$ cat src/rtl/tlb_pkg.sv
package tlb_pkg;
  typedef enum logic [1:0] {
    MNT_NONE     = 2'b00,
    MNT_INV_PAGE = 2'b01,
    MNT_FL_LOCAL = 2'b10,
    MNT_FL_ALL   = 2'b11
  } mnt_cmd_e;

  typedef struct packed {
    logic rw;
    logic us;
    logic dirty;
    logic glob;
  } attr_t;
endpackage

$ cat src/rtl/tlb_way_match.sv
module tlb_way_match #(
  parameter int WAYS     = 4,
  parameter int TAG_W    = 17,
  parameter int ASID_W   = 4,
  parameter bit USE_ASID = 1'b1
) (
  input  logic [WAYS-1:0]        ent_valid,
  input  logic [WAYS-1:0]        ent_glob,
  input  logic [WAYS*TAG_W-1:0]  ent_tags,
  input  logic [WAYS*ASID_W-1:0] ent_asids,
  input  logic [TAG_W-1:0]       key_tag,
  input  logic [ASID_W-1:0]      key_asid,
  input  logic                   key_glob,
  output logic [WAYS-1:0]        hit
);
  // one comparator per way, all in parallel
  for (genvar w = 0; w < WAYS; w++) begin : g_way
    logic tag_eq;
    assign tag_eq = (ent_tags[w*TAG_W +: TAG_W] == key_tag);
    if (USE_ASID) begin : g_asid
      assign hit[w] = ent_valid[w] & tag_eq &
                      (ent_glob[w] | key_glob |
                       (ent_asids[w*ASID_W +: ASID_W] == key_asid));
    end else begin : g_noasid
      assign hit[w] = ent_valid[w] & tag_eq;
    end
  end
endmodule

$ cat src/rtl/tlb_victim.sv
module tlb_victim #(
  parameter int WAYS  = 4,
  parameter int WAY_W = 2
) (
  input  logic [WAYS-1:0]  valid,
  input  logic [WAYS-1:0]  match,
  input  logic [WAY_W-1:0] ptr,
  output logic [WAY_W-1:0] way,
  output logic             use_ptr
);
  // priority: matching way, then lowest free way, then pointer
  always_comb begin
    way     = ptr;
    use_ptr = 1'b1;
    for (int w = WAYS - 1; w >= 0; w--) begin
      if (!valid[w]) begin
        way     = WAY_W'(w);
        use_ptr = 1'b0;
      end
    end
    for (int w = WAYS - 1; w >= 0; w--) begin
      if (match[w]) begin
        way     = WAY_W'(w);
        use_ptr = 1'b0;
      end
    end
  end
endmodule

$ cat src/rtl/tlb_sa.sv
module tlb_sa
  import tlb_pkg::*;
#(
  parameter int SETS     = 8,
  parameter int WAYS     = 4,
  parameter int VPN_W    = 20,
  parameter int PFN_W    = 20,
  parameter int ASID_W   = 4,
  parameter bit USE_ASID = 1'b1
) (
  input  logic              clk,
  input  logic              rst_n,
  input  logic              lk_valid,
  input  logic [VPN_W-1:0]  lk_vpn,
  input  logic [ASID_W-1:0] lk_asid,
  input  logic              fill_valid,
  input  logic [VPN_W-1:0]  fill_vpn,
  input  logic [ASID_W-1:0] fill_asid,
  input  logic [PFN_W-1:0]  fill_pfn,
  input  logic              fill_rw,
  input  logic              fill_us,
  input  logic              fill_dirty,
  input  logic              fill_global,
  input  logic [1:0]        mnt_cmd,
  input  logic [VPN_W-1:0]  mnt_vpn,
  output logic              rsp_valid,
  output logic              rsp_hit,
  output logic [PFN_W-1:0]  rsp_pfn,
  output logic              rsp_rw,
  output logic              rsp_us,
  output logic              rsp_dirty,
  output logic              rsp_global
);
  localparam int IDX_W = $clog2(SETS);
  localparam int TAG_W = VPN_W - IDX_W;
  localparam int WAY_W = (WAYS > 1) ? $clog2(WAYS) : 1;

  mnt_cmd_e cmd;
  assign cmd = mnt_cmd_e'(mnt_cmd);

  // storage
  logic [WAYS-1:0]   vld_q [SETS];
  logic [WAYS-1:0]   vld_d [SETS];
  logic [WAY_W-1:0]  rr_q  [SETS];
  logic [WAY_W-1:0]  rr_d  [SETS];
  logic [TAG_W-1:0]  tag_q  [SETS][WAYS];
  logic [ASID_W-1:0] asid_q [SETS][WAYS];
  logic [PFN_W-1:0]  pfn_q  [SETS][WAYS];
  attr_t             attr_q [SETS][WAYS];

  // address split
  logic [IDX_W-1:0] lk_idx, fl_idx, mn_idx;
  logic [TAG_W-1:0] lk_tag, fl_tag, mn_tag;
  assign lk_idx = lk_vpn[IDX_W-1:0];
  assign lk_tag = lk_vpn[VPN_W-1:IDX_W];
  assign fl_idx = fill_vpn[IDX_W-1:0];
  assign fl_tag = fill_vpn[VPN_W-1:IDX_W];
  assign mn_idx = mnt_vpn[IDX_W-1:0];
  assign mn_tag = mnt_vpn[VPN_W-1:IDX_W];

  // flattened views of the two addressed sets
  logic [WAYS*TAG_W-1:0]  lk_tags, fl_tags;
  logic [WAYS*ASID_W-1:0] lk_asids, fl_asids;
  logic [WAYS-1:0]        lk_glob, fl_glob;
  always_comb begin
    for (int w = 0; w < WAYS; w++) begin
      lk_tags[w*TAG_W +: TAG_W]    = tag_q[lk_idx][w];
      lk_asids[w*ASID_W +: ASID_W] = asid_q[lk_idx][w];
      lk_glob[w]                   = attr_q[lk_idx][w].glob;
      fl_tags[w*TAG_W +: TAG_W]    = tag_q[fl_idx][w];
      fl_asids[w*ASID_W +: ASID_W] = asid_q[fl_idx][w];
      fl_glob[w]                   = attr_q[fl_idx][w].glob;
    end
  end

  logic [WAYS-1:0] lk_hit_raw, fl_match;

  tlb_way_match #(.WAYS(WAYS), .TAG_W(TAG_W), .ASID_W(ASID_W), .USE_ASID(USE_ASID))
    u_lk_match (
      .ent_valid(vld_q[lk_idx]), .ent_glob(lk_glob), .ent_tags(lk_tags),
      .ent_asids(lk_asids), .key_tag(lk_tag), .key_asid(lk_asid),
      .key_glob(1'b0), .hit(lk_hit_raw));

  tlb_way_match #(.WAYS(WAYS), .TAG_W(TAG_W), .ASID_W(ASID_W), .USE_ASID(USE_ASID))
    u_fl_match (
      .ent_valid(vld_q[fl_idx]), .ent_glob(fl_glob), .ent_tags(fl_tags),
      .ent_asids(fl_asids), .key_tag(fl_tag), .key_asid(fill_asid),
      .key_glob(fill_global), .hit(fl_match));

  logic [WAY_W-1:0] fl_way;
  logic             fl_use_ptr;
  tlb_victim #(.WAYS(WAYS), .WAY_W(WAY_W)) u_victim (
    .valid(vld_q[fl_idx]), .match(fl_match), .ptr(rr_q[fl_idx]),
    .way(fl_way), .use_ptr(fl_use_ptr));

  // lookup sees the cache after this cycle's maintenance command
  logic [WAYS-1:0] lk_keep, lk_hit_vec;
  always_comb begin
    for (int w = 0; w < WAYS; w++) begin
      unique case (cmd)
        MNT_INV_PAGE: lk_keep[w] = !((mn_idx == lk_idx) && (tag_q[lk_idx][w] == mn_tag));
        MNT_FL_LOCAL: lk_keep[w] = lk_glob[w];
        MNT_FL_ALL:   lk_keep[w] = 1'b0;
        default:      lk_keep[w] = 1'b1;
      endcase
    end
  end
  assign lk_hit_vec = lk_hit_raw & lk_keep;

  // way multiplexer
  logic [PFN_W-1:0] sel_pfn;
  attr_t            sel_attr;
  always_comb begin
    sel_pfn  = '0;
    sel_attr = '0;
    for (int w = 0; w < WAYS; w++) begin
      sel_pfn  = sel_pfn  | ({PFN_W{lk_hit_vec[w]}} & pfn_q[lk_idx][w]);
      sel_attr = sel_attr | ({4{lk_hit_vec[w]}} & attr_q[lk_idx][w]);
    end
  end

  // next state: maintenance first, then fill
  always_comb begin
    for (int s = 0; s < SETS; s++) begin
      vld_d[s] = vld_q[s];
      rr_d[s]  = rr_q[s];
      for (int w = 0; w < WAYS; w++) begin
        if (cmd == MNT_FL_ALL)
          vld_d[s][w] = 1'b0;
        else if (cmd == MNT_FL_LOCAL && !attr_q[s][w].glob)
          vld_d[s][w] = 1'b0;
        else if (cmd == MNT_INV_PAGE && IDX_W'(s) == mn_idx && tag_q[s][w] == mn_tag)
          vld_d[s][w] = 1'b0;
      end
    end
    if (fill_valid) begin
      vld_d[fl_idx]         = vld_d[fl_idx] & ~fl_match;
      vld_d[fl_idx][fl_way] = 1'b1;
      if (fl_use_ptr)
        rr_d[fl_idx] = rr_q[fl_idx] + WAY_W'(1);
    end
  end

  // state registers
  always_ff @(posedge clk or negedge rst_n) begin
    if (!rst_n) begin
      for (int s = 0; s < SETS; s++) begin
        vld_q[s] <= '0;
        rr_q[s]  <= '0;
      end
    end else begin
      for (int s = 0; s < SETS; s++) begin
        vld_q[s] <= vld_d[s];
        rr_q[s]  <= rr_d[s];
      end
    end
  end

  // entry payload, written only on fill
  always_ff @(posedge clk) begin
    if (fill_valid) begin
      tag_q[fl_idx][fl_way]  <= fl_tag;
      asid_q[fl_idx][fl_way] <= fill_asid;
      pfn_q[fl_idx][fl_way]  <= fill_pfn;
      attr_q[fl_idx][fl_way] <= '{rw: fill_rw, us: fill_us, dirty: fill_dirty, glob: fill_global};
    end
  end

  // response registers
  attr_t rsp_attr_q;
  always_ff @(posedge clk or negedge rst_n) begin
    if (!rst_n) begin
      rsp_valid  <= 1'b0;
      rsp_hit    <= 1'b0;
      rsp_pfn    <= '0;
      rsp_attr_q <= '0;
    end else begin
      rsp_valid <= lk_valid;
      rsp_hit   <= lk_valid & (|lk_hit_vec);
      if (lk_valid) begin
        rsp_pfn    <= sel_pfn;
        rsp_attr_q <= sel_attr;
      end
    end
  end
  assign rsp_rw     = rsp_attr_q.rw;
  assign rsp_us     = rsp_attr_q.us;
  assign rsp_dirty  = rsp_attr_q.dirty;
  assign rsp_global = rsp_attr_q.glob;
endmodule

$ cat config.mk
export PLATFORM = sky130hd
export DESIGN_NAME = tlb_sa
export DESIGN_NICKNAME = d
export VERILOG_FILES = /design/src/rtl/tlb_pkg.sv /design/src/rtl/tlb_way_match.sv /design/src/rtl/tlb_victim.sv /design/src/rtl/tlb_sa.sv
export SDC_FILE = /design/constraint.sdc
export NUM_CORES = 2
export LEC_CHECK = 0
export ABC_CLOCK_PERIOD_IN_PS = 13400
export BUFFER_PORTS_ARGS = -buffer_cell sky130_fd_sc_hd__buf_2
export CAP_MARGIN = 25
export CORE_ASPECT_RATIO = 2
export CORE_MARGIN = 2
export CORE_UTILIZATION = 40
export DETAILED_ROUTE_END_ITERATION = 7
export GPL_TIMING_DRIVEN = 0
export SETUP_SLACK_MARGIN = 0.3
export SKIP_LAST_GASP = 1
export SYNTH_ARGS = -nofsm -noshare
export SYNTH_HDL_FRONTEND = slang
export SYNTH_HIERARCHICAL = 1
export SYNTH_SLANG_ARGS = --single-unit
$ cat constraint.sdc
create_clock -name clk -period 13.4 [get_ports clk]
set_input_delay 2.01 -clock clk [delete_from_list [all_inputs] [get_ports clk]]
set_output_delay 2.01 -clock clk [all_outputs]
set_load 0.05 [all_outputs]
* Word-level counts from Yosys, hierarchy flattened
Memory sizes are Yosys's and may differ from the RTL's.
Cells that the tools add are included.
** Storage, ports and cells
- Bits in registers :: 74
- RAM bits :: 1440
- Input port bits :: 98
- Memories :: 4
** Memory list
- pfn_q :: words 8, width 80, read ports 1, clocked after memory_dff 0, write ports 1, RTL line tlb_sa.sv:48 : logic [PFN_W-1:0] pfn_q [SETS][WAYS];
- tag_q :: words 8, width 68, read ports 10, clocked after memory_dff 0, write ports 1, RTL line tlb_sa.sv:46 : logic [TAG_W-1:0] tag_q [SETS][WAYS];
- asid_q :: words 8, width 16, read ports 2, clocked after memory_dff 0, write ports 1, RTL line tlb_sa.sv:47 : logic [ASID_W-1:0] asid_q [SETS][WAYS];
- attr_q :: words 8, width 16, read ports 10, clocked after memory_dff 0, write ports 1, RTL line tlb_sa.sv:49 : attr_t attr_q [SETS][WAYS];
** Cells by class
- Bitwise logic cells :: 50
- Muxes and demuxes :: 149
- Equality and inequality tests :: 63
- $add $sub $neg :: 1
- $lt $le $gt $ge :: 7
- Reductions and logical operators :: 118
** Operators by type and width (count)
- $eq 17x17->1 :: 44
- $mux 1 :: 106
- $and 20x20->20 :: 4
- $mux 80 :: 1
- $logic_and 1x1->1 :: 79
- $mux 68 :: 1
- $or 20x20->20 :: 3
- $demux 20 s2 :: 1
- $bmux 4 s3 :: 3
- $logic_not 1->1 :: 36
- $mux 4 :: 9
- $demux 17 s2 :: 1
- $bwmux 32 :: 1
- $eq 4x4->1 :: 8
- $mux 32 :: 1
- $or 32x32->32 :: 1
- $and 4x4->4 :: 6
- $demux 4 s3 :: 2
- $mux 2 :: 11
- $mux 20 :: 1
- $and 1x1->1 :: 17
- $mux 17 :: 1
- $bwmux 16 :: 1
- $mux 16 :: 1
- 26 further kinds :: 49

* Longest topological paths before layout
- Word-level depth :: 20
- Mapped depth :: 22
- Depth with buffers taken out :: 14

* By module
Netlist, hierarchy kept.
** By module, submodules not included
- tlb_sa :: cells each 4412, instances 1, area each 70760.4 um^2
- tlb_way_match :: cells each 120, instances 2, area each 975.9 um^2
- tlb_victim :: cells each 12, instances 1, area each 73.8 um^2

* Worst setup path before layout
Ideal clock, no wire load.
- Path type :: input -> register
- Start :: input fill_vpn[1]
- End :: memory asid_q[7][10] in the netlist's numbering, enable pin
- Data arrival time :: 7.380 ns
- Library setup time :: 0.448 ns
- Path slack :: 5.572 ns
- Stages :: 15
- Required time :: 12.952 ns
- Path through :: clkbuf_1 -> buf_1 -> clkbuf_1 -> clkbuf_1 -> a21oi_1 -> a221o_1 -> xor2_1 -> o41ai_1 -> nand4_1 -> nor4_2 -> inv_1 -> a221oi_1 -> nand2b_1 -> buf_1 -> nor2_1
** Between the ends
- Elaborated cells on any way between the ends :: 49
** RTL lines
- start: declaration :: RTL line tlb_sa.sv:17 : input logic [VPN_W-1:0] fill_vpn,
- $mem_v2 8x16 *
- net fl_asids[7] :: RTL line tlb_sa.sv:63 : logic [WAYS*ASID_W-1:0] lk_asids, fl_asids;
- $eq 4x4->1 * :: RTL line tlb_way_match.sv:23 : (ent_asids[w*ASID_W +: ASID_W] == key_asid));
- $or 1x1->1 * :: RTL line tlb_way_match.sv:22 : (ent_glob[w] | key_glob |
- $and 1x1->1 * :: RTL line tlb_way_match.sv:21 : assign hit[w] = ent_valid[w] & tag_eq &
- net fl_match[1] :: RTL line tlb_sa.sv:76 : logic [WAYS-1:0] lk_hit_raw, fl_match;
- $mux 2 * (2 in a row) :: RTL line tlb_victim.sv:22 : if (match[w]) begin
- net fl_way[0] :: RTL line tlb_sa.sv:90 : logic [WAY_W-1:0] fl_way;
- $not 2->3 (implied by the code) * :: RTL line tlb_sa.sv:163 : asid_q[fl_idx][fl_way] <= fill_asid;
- $ge 3x3->1 (implied by the code) / $lt 3x1->1 (equally long branches) :: RTL line tlb_sa.sv:163
- $logic_and 1x1->1 (implied by the code) :: RTL line tlb_sa.sv:163
- $mux 4 (implied by the code) :: RTL line tlb_sa.sv:163
- $demux 4 s2 * :: RTL line tlb_sa.sv:163
- $mux 16 (implied by the code) * :: RTL line tlb_sa.sv:163
- end: declaration :: RTL line tlb_sa.sv:47
Mark *: on every way through the listed nets, which the timed path passes. The rest lies on a longest branch. The select of a mux whose other input is x is not followed.

* Worst setup path after layout
- Start :: input fill_vpn[1]
- End :: memory tag_q[6][6] in the netlist's numbering, enable pin
** Between the ends
- Elaborated cells on any way between the ends :: 49
** RTL lines
- $mem_v2 8x16 *
- net fl_asids[5] :: RTL line tlb_sa.sv:63
- $eq 4x4->1 * :: RTL line tlb_way_match.sv:23
- $or 1x1->1 * :: RTL line tlb_way_match.sv:22
- $and 1x1->1 * :: RTL line tlb_way_match.sv:21
- net fl_match[1] :: RTL line tlb_sa.sv:76
- $mux 2 * (2 in a row) :: RTL line tlb_victim.sv:22
- net fl_way[0] :: RTL line tlb_sa.sv:90
- $not 2->3 (implied by the code) * :: RTL line tlb_sa.sv:162 : tag_q[fl_idx][fl_way] <= fl_tag;
- $ge 3x3->1 (implied by the code) / $lt 3x1->1 (equally long branches) :: RTL line tlb_sa.sv:162
- $logic_and 1x1->1 (implied by the code) :: RTL line tlb_sa.sv:162
- $mux 17 (implied by the code) :: RTL line tlb_sa.sv:162
- $demux 17 s2 * :: RTL line tlb_sa.sv:162
- $mux 68 (implied by the code) * :: RTL line tlb_sa.sv:162
- end: declaration :: RTL line tlb_sa.sv:46
Marks and branches as above.

==> results.py <==
metrics = {
    "placed_design": {
        "finalWeightedCongestion": 1.10,
        "dp_hpwl_um": 297000,
        "port-buffer-count": 101,
    },
    "timing": {
        "hold_ws_ns": 0.494,
        "rsz0062_at_grt": "no",
        "hold_violations": 0,
        "relSlewSlack": 0.110,
        "fmax_ghz": 0.0955,
        "drv_slew": 0,
        "finClkSkew_ns": 0.0660,
        "setup_viol": 0,
        "final.min_clock_period_ns": 10.47,
        "setup_tns_ns": 0,
        "timing.final.crit_share": 0.781,
        "worst_slew_pin_slew_ns": 1.33,
    },
    "power_and_ir_drop": {
        "p_clk_frac": 0.402,
        "p_leak_nw": 27.8,
        "pwr-share-comb": 0.125,
        "powerDensity_mw_per_mm2": 131,
        "p_switching_mw": 2.95,
        "ir_drop_mv": 0.134,
        "switching_share": 0.266,
        "seqPwrFrac": 0.473,
        "cell_internal_pwr_mw": 8.16,
    },
    "status": {
        "outcome": "completed",
    },
    "worst_setup_path": {
        "cp.required_ns": 13.91,
        "worstSetupPathType": "input pin to register",
        "critPathLaunchType": "input pin",
        "slowest_delay_ns": 0.95,
        "critPathSlowestCell": "nor2_4",
        "arrival_ns": 10.98,
        "crit_chain": "clkbuf_1 -> inv_1 -> nor3_1 -> clkbuf_1 -> buf_8 -> clkbuf_2 -> a22oi_1 -> nand4_1 -> xor2_1 -> o41ai_2 -> buf_6 -> nand4_1 -> nor4_4 -> inv_1 -> a221oi_1 -> nand2_1 -> nor2_4 -> buf_12 -> buf_12",
        "crit_fanout": 17,
        "r2r_cells": 15,
        "setup.worst_path.end_class": "register",
    },
    "detailed_routing": {
        "wirelength_um": 407000,
        "ant_nets": 0,
        "dr_total_vias": 52364,
        "wire_per_inst_um": 53.6,
        "initialDrtViolationCount": 7335,
        "drt_pass1_iterations": 8,
        "vias_per_cell": 6.89,
        "drc": 0,
    },
    "layout": {
        "nFillCells": 15717,
        "drive_gt1_frac": 0.238,
        "nets": 5207,
        "syn_to_final_growth_pct": 16.7,
    },
    "yosys": {
        "yosys_warnings": 6,
        "synth_edf_count": 1440,
        "synth_commonest_cells": "edfxtp_1, xnor2_1, a22oi_1",
        "syn_inst": 4664,
        "synth_ff_type": "edfxtp_1",
        "netlist_area_mm2": 0.0728,
        "ys_types": 76,
        "synth_top_area_share": 0.594,
        "synth_top_area_cell": "edfxtp_1",
        "synth_seq_cells": 1514,
        "post-synth-top-count-cell": "edfxtp_1",
        "ys_async_sr_fraction": 0.0489,
        "seq_area_frac_synth": 0.620,
        "synth.avg_cell_area_um2": 15.6,
        "synth.area.top_cells": "edfxtp_1, mux4_2, xnor2_1",
    },
    "cts": {
        "cts_buffers": 151,
        "cts_tree": "built",
        "cts_buffer_depth": 4,
        "cts_resized": 0,
        "h-tree-depth": 4,
        "cts_setup_buffers": 0,
        "worstSkewPairLatency_ns": 0.85,
        "clk_pin_slew_ns": 0.06,
        "hold_buffers": 0,
        "root_buffer": "clkbuf_16",
        "clock_sinks": 1514,
    },
    "global_routing": {
        "met3_usage": 0.148,
        "top_usage_layer": "met2",
        "overflow": 0,
        "grt_usage": 0.437,
        "grt_pass1_vias": 51165,
        "use_met2": 0.697,
        "grt_antenna_before_repair": 58,
        "grt_max_degree": 44,
        "use_met1": 0.414,
        "grt_pass1_wl_um": 522000,
    },
    "floorplan": {
        "row_count": 221,
        "die_area_mm2": 0.186,
        "die_x_um": 306,
        "design.core.area_mm2": 0.181,
        "io_pins": 124,
        "initial_core_util": 0.402,
        "die_h_um": 607,
    },
    "hold_path": {
        "hold_class": "register to register",
        "hold_depth": 2,
    },
    "job": {
        "cap_violations": 0,
    },
}
critical path: cells and delay by family:
family / cells / cell delay, ns
xor+xnor: 1 / 0.11
compound gates: 3 / 1.82
simple gates: 6 / 3.60
buf+inv: 9 / 3.34
cells by family after synthesis:
group | Yosys count | share of synthesized area
buf+inv | 333 | 0.0225
other cells | 1 | 0.0000515
flops | 1514 | 0.620
xor+xnor | 753 | 0.0906
compound gates | 639 | 0.0631
mux | 639 | 0.146
simple gates | 785 | 0.0581
power groups by stage:
stage / registers [mW] / logic, mW / clock network [mW]
5_1_grt: 5.26 / 1.37 / 4.62
4_1_cts: 5.26 / 1.29 / 4.47
2_1_floorplan: 5.37 / 0.589 / 0
3_3_place_gp: 5.37 / 1.22 / 0
6_report: 5.26 / 1.39 / 4.46
3_5_place_dp: 5.36 / 1.29 / 0
through the flow:
| stage | instance area, µm² | setup slack [ns] | std cells | power (mW) | utilization |
|---|---|---|---|---|---|
| 2_1_floorplan | 72800 | 5.57 | 4667 | 5.96 | - |
| 3_3_place_gp | 76200 | -5.07 | 7109 | 6.59 | 0.421 |
| 3_5_place_dp | 79600 | 2.50 | 7275 | 6.65 | 0.439 |
| 4_1_cts | 84500 | 3.33 | 7537 | 11.0 | 0.467 |
| 5_1_grt | 84900 | 2.96 | 7565 | 11.3 | 0.469 |
| 6_report | 85000 | 2.93 | 7596 | 11.1 | 0.469 |
layout by cell type (no fill, tap or decap), types with 63 or more instances in the layout:
cell and count:
edfxtp_1 1440, xnor2_1 451, a22oi_1 305, mux4_2 304, xor2_1 300, nand4_1 181, buf_2 180, mux2i_1 167
clkbuf_16 153, mux2_2 150, nand2_1 137, clkbuf_1 121, nor2_1 91, buf_12 90, o21ai_0 79, nand3_1 76
dfrtp_1 74, nor4_1 63
path summary, 6_finish.rpt:
kind                                          from                endpoint  slack (ns)
setup / recovery                       fill_vpn[1]   tag_q[6][6]$_DFFE_PP_        2.93
hold / removal                 rr_q[1]$_DFFE_PN0P_     rr_q[1]$_DFFE_PN0P_        0.49
setup reg to reg           asid_q[5][11]$_DFFE_PP_   tag_q[6][6]$_DFFE_PP_        6.49
hold reg to reg                rr_q[1]$_DFFE_PN0P_     rr_q[1]$_DFFE_PN0P_        0.49
max in group asynchronous                    rst_n  rsp_pfn[2]$_DFFE_PN0P_       11.44
min in group asynchronous                    rst_n    rr_q[13]$_DFFE_PN0P_        1.14
metal layers:
layer / routed length [µm] / up-vias / part of all wire
met5: 497 / - / 0.0012
met4: 56900 / 40 / 0.14
met3: 38600 / 1834 / 0.095
met2: 192000 / 4242 / 0.47
met1: 119000 / 26804 / 0.29
li1: - / 19444 / -
registers in the layout, indices dropped and copies added, names as in the netlist:
register    cells
rsp_dirty       1
rsp_pfn        20
vld_q          32
rsp_us          1
tag_q         544
pfn_q         640
rsp_valid       1
rr_q           16
rsp_global      1
attr_q        128
rsp_hit         1
rsp_rw          1
asid_q        128
final cells by class:
| cell class | count | area [µm²] | area share |
|---|---|---|---|
| Antenna cell | 37 | 92.6 | 0.00109 |
| Buffer | 309 | 1640 | 0.0193 |
| Clock buffer | 182 | 3990 | 0.0469 |
| Clock inverter | 80 | 933 | 0.0110 |
| Inverter | 24 | 90.1 | 0.00106 |
| Multi-Input combinational cell | 2820 | 26400 | 0.311 |
| Sequential cell | 1514 | 45100 | 0.531 |
| Tap cell | 2341 | 2930 | 0.0345 |
| Timing Repair Buffer | 289 | 3760 | 0.0443 |
No activity file was read; power rests on OpenSTA's default activity.
